`config.mk`:
```
export PLATFORM = sky130hd
export DESIGN_NAME = vid_trs_monitor
export DESIGN_NICKNAME = d
export VERILOG_FILES = /design/src/rtl/vtm_pkg.sv /design/src/rtl/vtm_seq_detect.sv /design/src/rtl/vtm_anc_track.sv /design/src/rtl/vtm_trs_loss.sv /design/src/rtl/vid_trs_monitor.sv
export SDC_FILE = /design/constraint.sdc
export NUM_CORES = 1
export LEC_CHECK = 0
export BUFFER_PORTS_ARGS = -buffer_cell sky130_fd_sc_hd__buf_2
export CAP_MARGIN = 10
export CORE_MARGIN = 2
export CORE_UTILIZATION = 59
export DETAILED_ROUTE_END_ITERATION = 8
export PLACE_DENSITY = 0.89
export SLEW_MARGIN = 30
export SYNTH_ARGS = -nofsm -noshare
export SYNTH_HDL_FRONTEND = slang
export SYNTH_SLANG_ARGS = --single-unit
```
`constraint.sdc`:
```
create_clock -name clk -period 2.9 [get_ports clk]
set_input_delay 0.145 -clock clk [delete_from_list [all_inputs] [get_ports clk]]
set_output_delay 0.145 -clock clk [all_outputs]
set_load 0.05 [all_outputs]
```
`src/rtl/vtm_pkg.sv`:
```
package vtm_pkg;

  typedef enum logic [2:0] {
    AS_IDLE,
    AS_DID,
    AS_BLK,
    AS_CNT,
    AS_PAY,
    AS_SUM
  } anc_st_e;

  typedef struct packed {
    logic trs;    // current word is the ID word of a sequence
    logic hdr;    // current word completes an ancillary header
    logic h_bit;  // bit 6 of the current word
  } det_t;

endpackage

```
`src/rtl/vtm_seq_detect.sv`:
```
module vtm_seq_detect #(
  parameter int DW = 10
) (
  input  logic          clk,
  input  logic          rst_n,
  input  logic [DW-1:0] vid_i,
  input  logic          cpst_i,
  output vtm_pkg::det_t det_o
);
  localparam logic [DW-1:0] W_ONES = '1;
  localparam logic [DW-1:0] W_ZERO = '0;
  localparam logic [DW-1:0] W_ADF  = W_ONES - DW'(3);
  localparam int            HD     = 3;

  // index 0 is the newest past word
  logic [HD-1:0][DW-1:0] hist_q, hist_d;

  always_comb begin
    hist_d = {hist_q[HD-2:0], vid_i};
  end

  always_ff @(posedge clk or negedge rst_n) begin
    if (!rst_n) hist_q <= '0;
    else        hist_q <= hist_d;
  end

  always_comb begin
    det_o.trs   = (hist_q[2] == W_ONES) && (hist_q[1] == W_ZERO) && (hist_q[0] == W_ZERO);
    det_o.hdr   = cpst_i ? (vid_i == W_ADF)
                         : ((hist_q[1] == W_ZERO) && (hist_q[0] == W_ONES) && (vid_i == W_ONES));
    det_o.h_bit = vid_i[6];
  end

endmodule

```
`src/rtl/vtm_anc_track.sv`:
```
module vtm_anc_track #(
  parameter int DCW      = 8,
  parameter int IND_CPST = 5,
  parameter int IND_CMPT = 4
) (
  input  logic           clk,
  input  logic           rst_n,
  input  logic [DCW-1:0] cnt_word_i,
  input  logic           cpst_i,
  input  logic           ind_en_i,
  input  vtm_pkg::det_t  det_i,
  output logic           anc_o
);
  import vtm_pkg::*;

  localparam int IND_MAX = (IND_CPST > IND_CMPT) ? IND_CPST : IND_CMPT;
  localparam int IW      = $clog2(IND_MAX + 1);

  anc_st_e        st_q, st_d;
  logic [DCW-1:0] cnt_q, cnt_d;
  logic           cnt_en;
  logic           pkt_q, pkt_d;
  logic [IW-1:0]  ind_q, ind_d;

  always_comb begin
    st_d   = st_q;
    cnt_d  = cnt_q;
    cnt_en = 1'b0;
    pkt_d  = 1'b0;
    if (det_i.trs) begin
      st_d = AS_IDLE;
    end else begin
      case (st_q)
        AS_IDLE: if (det_i.hdr) st_d = AS_DID;
        AS_DID:  begin pkt_d = 1'b1; st_d = AS_BLK; end
        AS_BLK:  begin pkt_d = 1'b1; st_d = AS_CNT; end
        AS_CNT:  begin
          pkt_d  = 1'b1;
          cnt_en = 1'b1;
          cnt_d  = cnt_word_i;
          st_d   = (cnt_word_i == '0) ? AS_SUM : AS_PAY;
        end
        AS_PAY:  begin
          pkt_d  = 1'b1;
          cnt_en = 1'b1;
          cnt_d  = cnt_q - 1'b1;
          if (cnt_q == DCW'(1)) st_d = AS_SUM;
        end
        AS_SUM:  begin pkt_d = 1'b1; st_d = AS_IDLE; end
        default: st_d = AS_IDLE;
      endcase
    end
  end

  always_comb begin
    if (det_i.trs && ind_en_i) ind_d = cpst_i ? IW'(IND_CPST) : IW'(IND_CMPT);
    else if (ind_q != '0)      ind_d = ind_q - 1'b1;
    else                       ind_d = ind_q;
  end

  always_ff @(posedge clk or negedge rst_n) begin
    if (!rst_n) begin
      st_q  <= AS_IDLE;
      pkt_q <= 1'b0;
      ind_q <= '0;
    end else begin
      st_q  <= st_d;
      pkt_q <= pkt_d;
      ind_q <= ind_d;
    end
  end

  always_ff @(posedge clk or negedge rst_n) begin
    if (!rst_n)      cnt_q <= '0;
    else if (cnt_en) cnt_q <= cnt_d;
  end

  assign anc_o = pkt_q | (ind_q != '0);

endmodule

```
`src/rtl/vtm_trs_loss.sv`:
```
module vtm_trs_loss #(
  parameter int LW   = 16,
  parameter int HYST = 7
) (
  input  logic          clk,
  input  logic          rst_n,
  input  logic          trs_i,
  input  logic [LW-1:0] max_len_i,
  output logic          lost_o
);
  localparam int HW = $clog2(HYST + 1);

  logic [LW-1:0] lc_q, lc_d;
  logic [HW-1:0] good_q, good_d, miss_q, miss_d;
  logic          lost_q, lost_d;
  logic          tout;

  always_comb begin
    tout   = !trs_i && (lc_q == max_len_i - 1'b1);
    lc_d   = lc_q + 1'b1;
    good_d = good_q;
    miss_d = miss_q;
    lost_d = lost_q;
    if (trs_i) begin
      lc_d   = '0;
      miss_d = '0;
      good_d = (good_q == HW'(HYST)) ? good_q : good_q + 1'b1;
      if (good_d == HW'(HYST)) lost_d = 1'b0;
    end else if (tout) begin
      lc_d   = '0;
      good_d = '0;
      miss_d = (miss_q == HW'(HYST)) ? miss_q : miss_q + 1'b1;
      if (miss_d == HW'(HYST)) lost_d = 1'b1;
    end
  end

  always_ff @(posedge clk or negedge rst_n) begin
    if (!rst_n) begin
      lc_q   <= '0;
      good_q <= '0;
      miss_q <= '0;
      lost_q <= 1'b1;
    end else begin
      lc_q   <= lc_d;
      good_q <= good_d;
      miss_q <= miss_d;
      lost_q <= lost_d;
    end
  end

  assign lost_o = lost_q;

endmodule

```
`src/rtl/vid_trs_monitor.sv`:
```
module vid_trs_monitor #(
  parameter int DW       = 10,
  parameter int LW       = 16,
  parameter int DCW      = 8,
  parameter int HYST     = 7,
  parameter int IND_CPST = 5,
  parameter int IND_CMPT = 4
) (
  input  logic          clk,
  input  logic          rst_n,
  input  logic [DW-1:0] vid_i,
  input  logic          cpst_i,
  input  logic          ind_en_i,
  input  logic [LW-1:0] max_len_i,
  output logic          hsync_o,
  output logic          anc_o,
  output logic          notrs_o
);
  import vtm_pkg::*;

  det_t det;
  logic hs_q, hs_d;

  vtm_seq_detect #(.DW(DW)) u_det (
    .clk    (clk),
    .rst_n  (rst_n),
    .vid_i  (vid_i),
    .cpst_i (cpst_i),
    .det_o  (det)
  );

  vtm_anc_track #(.DCW(DCW), .IND_CPST(IND_CPST), .IND_CMPT(IND_CMPT)) u_anc (
    .clk        (clk),
    .rst_n      (rst_n),
    .cnt_word_i (vid_i[DCW-1:0]),
    .cpst_i     (cpst_i),
    .ind_en_i   (ind_en_i),
    .det_i      (det),
    .anc_o      (anc_o)
  );

  vtm_trs_loss #(.LW(LW), .HYST(HYST)) u_loss (
    .clk       (clk),
    .rst_n     (rst_n),
    .trs_i     (det.trs),
    .max_len_i (max_len_i),
    .lost_o    (notrs_o)
  );

  always_comb begin
    if (cpst_i)       hs_d = det.trs;
    else if (det.trs) hs_d = det.h_bit;
    else              hs_d = hs_q;
  end

  always_ff @(posedge clk or negedge rst_n) begin
    if (!rst_n) hs_q <= 1'b0;
    else        hs_q <= hs_d;
  end

  assign hsync_o = hs_q;

endmodule

```
==> impl_metrics.ini <==
[clock_tree]
path_clk_slew_ps = 70
cts_htree_levels = 3
cts_max_path_buffers = 2
cts_tree = built
numCtsBuffers = 9
clock_tree.root_cell = clkbuf_8
clock_sinks = 69
clkLatencyLatePin_ps = 340

[die]
pin_count = 33
num_rows = 28
start_util_pct = 60.1
core_um2 = 5820
dieArea_um2 = 6560
die_h_um = 81.0
dieWidth_um = 81.0

[grt]
grt_pass1_wl_um = 13400
first_global_vias = 2907
grt.total_usage_pct = 27.4
grt_antenna_before_repair = 0
grt_max_degree = 70
overflow = 0

[detailed_routing]
drtIter0Drc = 217
top_layer_used = met4
post_drt_wl_per_cell_um = 17.0
met1_length_um = 3260
drt_drc_violations_left = 0
dr_wl_met2_um = 4120
dr_wl_met3_um = 414
ant_nets = 0
vias_per_cell = 6.03
wl_um = 8100
dr_total_vias = 2871
drtPass1Iterations = 4

[synthesis]
synth_edf_count = 0
yosysWarnings = 0
synth_xor_area_share_pct = 8.52
synth_top_area_share_pct = 48.7
ys_seq_area_share_pct = 49.4
syn_inst = 347
syn_area_per_cell_um2 = 10.1
synthFlopType = dfrtp_1
synth_top_family_by_area = simple AND/OR/NAND/NOR gates
yosys-top-cells-area = dfrtp_1 (49%), xnor2_1 (5.0%), nand2_1 (3.5%)
ys_types = 55
ys_ff_latch = 69
synthAdderAreaFrac_pct = 2.86
synthMuxAreaShare_pct = 1.18
async_flop_share_pct = 100
yosys.area_share.simple_pct = 24.6
yosysTopAreaCell = dfrtp_1
synth_nets = 385
syn_area_um2 = 3500
synth_compound_area_share_pct = 11.3

[critical_path]
cp.required_ps = 3100
crit_fanout = 16
crit_type = flip-flop to flip-flop
worstSetupEndpointType = flip-flop
crit_arrival_ps = 2670
cp-start-kind = flip-flop

[power]
peakVddDrop_mv = 0.682
power.density_nw_per_um2 = 649
power_mw = 2.64
p_leak_nw = 1.78

[placed_design]
gp_congestion = 0.871
io_buffers = 32
place_ws_ps = 296
place_area_um2 = 3740
hpwl_um = 5310

[layout]
n_antenna_cell = 0
layout.nets = 434
drive_above_1_share_pct = 18.7
final_core_util_pct = 69.8
syn_to_final_growth_pct = 16.0
final_cell_area_um2 = 4060
fillers = 439

[run]
drv_cap = 0

[timing]
fin_setup_tns_ps = 0
setup_viol = 0
min_period_over_period_pct = 85.1
fin_crit_ps = 2470
finalHoldViolCount = 8
max_freq_mhz = 405
slew_violations = 0
tightestPinTransition_ps = 850
finClkSkew_ps = 10.6
rsz0062_at_grt = false
holdWs_ps = -10.4
layout_setup_ws_ps = 433
relSlewSlack_pct = 43.3

[hold_path]
hp-class = input port to asynchronous set/reset pin

[status]
status = complete, but fails checks
failed_checks = negative hold slack
## power by group
part	switching, mW	internal, mW	leakage (nW)
logic	0.333	0.235	0.849
clock network	0.349	0.467	0.106
registers	0.157	1.09	0.826
total	0.839	1.80	1.78
## worst max-delay path: stages (launching register included)
cell and delay [ps]:
dfrtp_1 400, or4b_1 540, nor3_1 390, nand4b_1 240
nand2_1 410, inv_1 110, nand3_1 100, o311ai_0 140
## synth_stat cells, drive strengths merged (4+ instances only)
cell type / count
a31oi: 4
nor4: 10
a21oi: 10
dfrtp: 68
and3: 5
nand4: 11
nand2: 33
o21ai: 22
xnor2: 20
clkbuf: 7
nor3: 15
nor2: 39
nand3: 10
or3: 4
nand2b: 5
inv: 10
ha: 8
xor2: 14
## stage by stage
step / std cells / hold slack, ps
6_report: 476 / -10.4
5_1_grt: 476 / 85.0
4_1_cts: 476 / 11.5
3_5_place_dp: 449 / 274
3_3_place_gp: 449 / 268
2_1_floorplan: 347 / -151
## cell type report
| type | count | area, µm² | share of cell area, % |
|---|---|---|---|
| clock inverter | 3 | 42.5 | 1.05 |
| tap | 75 | 93.8 | 2.31 |
| inverter | 10 | 37.5 | 0.925 |
| multi-input combinational | 260 | 1690 | 41.8 |
| timing repair buffer | 46 | 293 | 7.22 |
| sequential | 69 | 1730 | 42.6 |
| clock buffer | 13 | 169 | 4.16 |
## layer usage
layer / vias up / GRT usage, %
li1: 1340 / -
met1: 1381 / 32.5
met2: 113 / 46.3
met3: 37 / 7.33
met4: 0 / 13.6
met5: - / 0
## worst paths after layout
| kind | depth (start not counted) | slack (ps) | to | start |
|---|---|---|---|---|
| setup reg to reg | 7 | 430 | u_anc.cnt_q[0]$_DFFE_PN0P_ | u_det.hist_d[11]$_DFF_PN0_ |
| hold reg to reg | 0 | 370 | u_det.hist_q[24]$_DFF_PN0_ | u_det.hist_d[24]$_DFF_PN0_ |
| min in group clk | 3 | 120 | hsync_o$_DFFE_PN0P_ | cpst_i |
| max in group asynchronous | 2 | 2350 | u_anc.cnt_q[3]$_DFFE_PN0P_ | rst_n |
| hold / removal | 2 | -10 | u_det.hist_d[11]$_DFF_PN0_ | rst_n |
| setup / recovery | 7 | 430 | u_anc.cnt_q[0]$_DFFE_PN0P_ | u_det.hist_d[11]$_DFF_PN0_ |
## sequential cells by signal, indices dropped and copies added, names as in the netlist
signal and cells:
u_anc.ind_q 3, u_anc.pkt_q 1, u_anc.cnt_q 8, u_det.hist_q 10, u_loss.good_q 3, hsync_o 1
u_det.hist_d 20, u_loss.miss_q 3, u_anc.st_q 3, u_loss.lc_q 16, u_loss.lost_o 1
## layout by cell type (no fill, tap or decap), types with 4 or more instances in the layout
cell           synthesis  layout
nand4_1               11      11
nand3_1               10      10
and3_1                 5       5
a31oi_1                4       4
a21oi_1               10      10
nor3_1                15      15
nand2_1               33      33
nand2b_1               5       5
inv_1                 10      10
buf_2                  0      32
xnor2_1               20      20
dfrtp_1               68      68
nor2_1                28      28
clkbuf_8               0      12
or3_1                  4       4
o21ai_0               20      20
ha_1                   8       8
nor4_1                 8       8
dlygate4sd3_1          0      11
nor2_2                11      11
xor2_1                14      14
## timing repair
| item | 4_1_cts | 5_1_grt |
|---|---|---|
| hold endpoints to repair | 11 | 0 |
| hold buffers | 11 | 0 |
| gates resized for setup | 0 | 0 |
| setup buffers | 0 | 0 |
## kinds of logic after synthesis
kind of cell,after synthesis
AO/OA/AOI/OAI,57
XOR/XNOR,34
adder cells (fa/ha/maj),8
buffers and inverters,18
flip-flops,69
multiplexers,4
AND/OR/NAND/NOR,157
No activity file was read; power rests on OpenSTA's default activity.
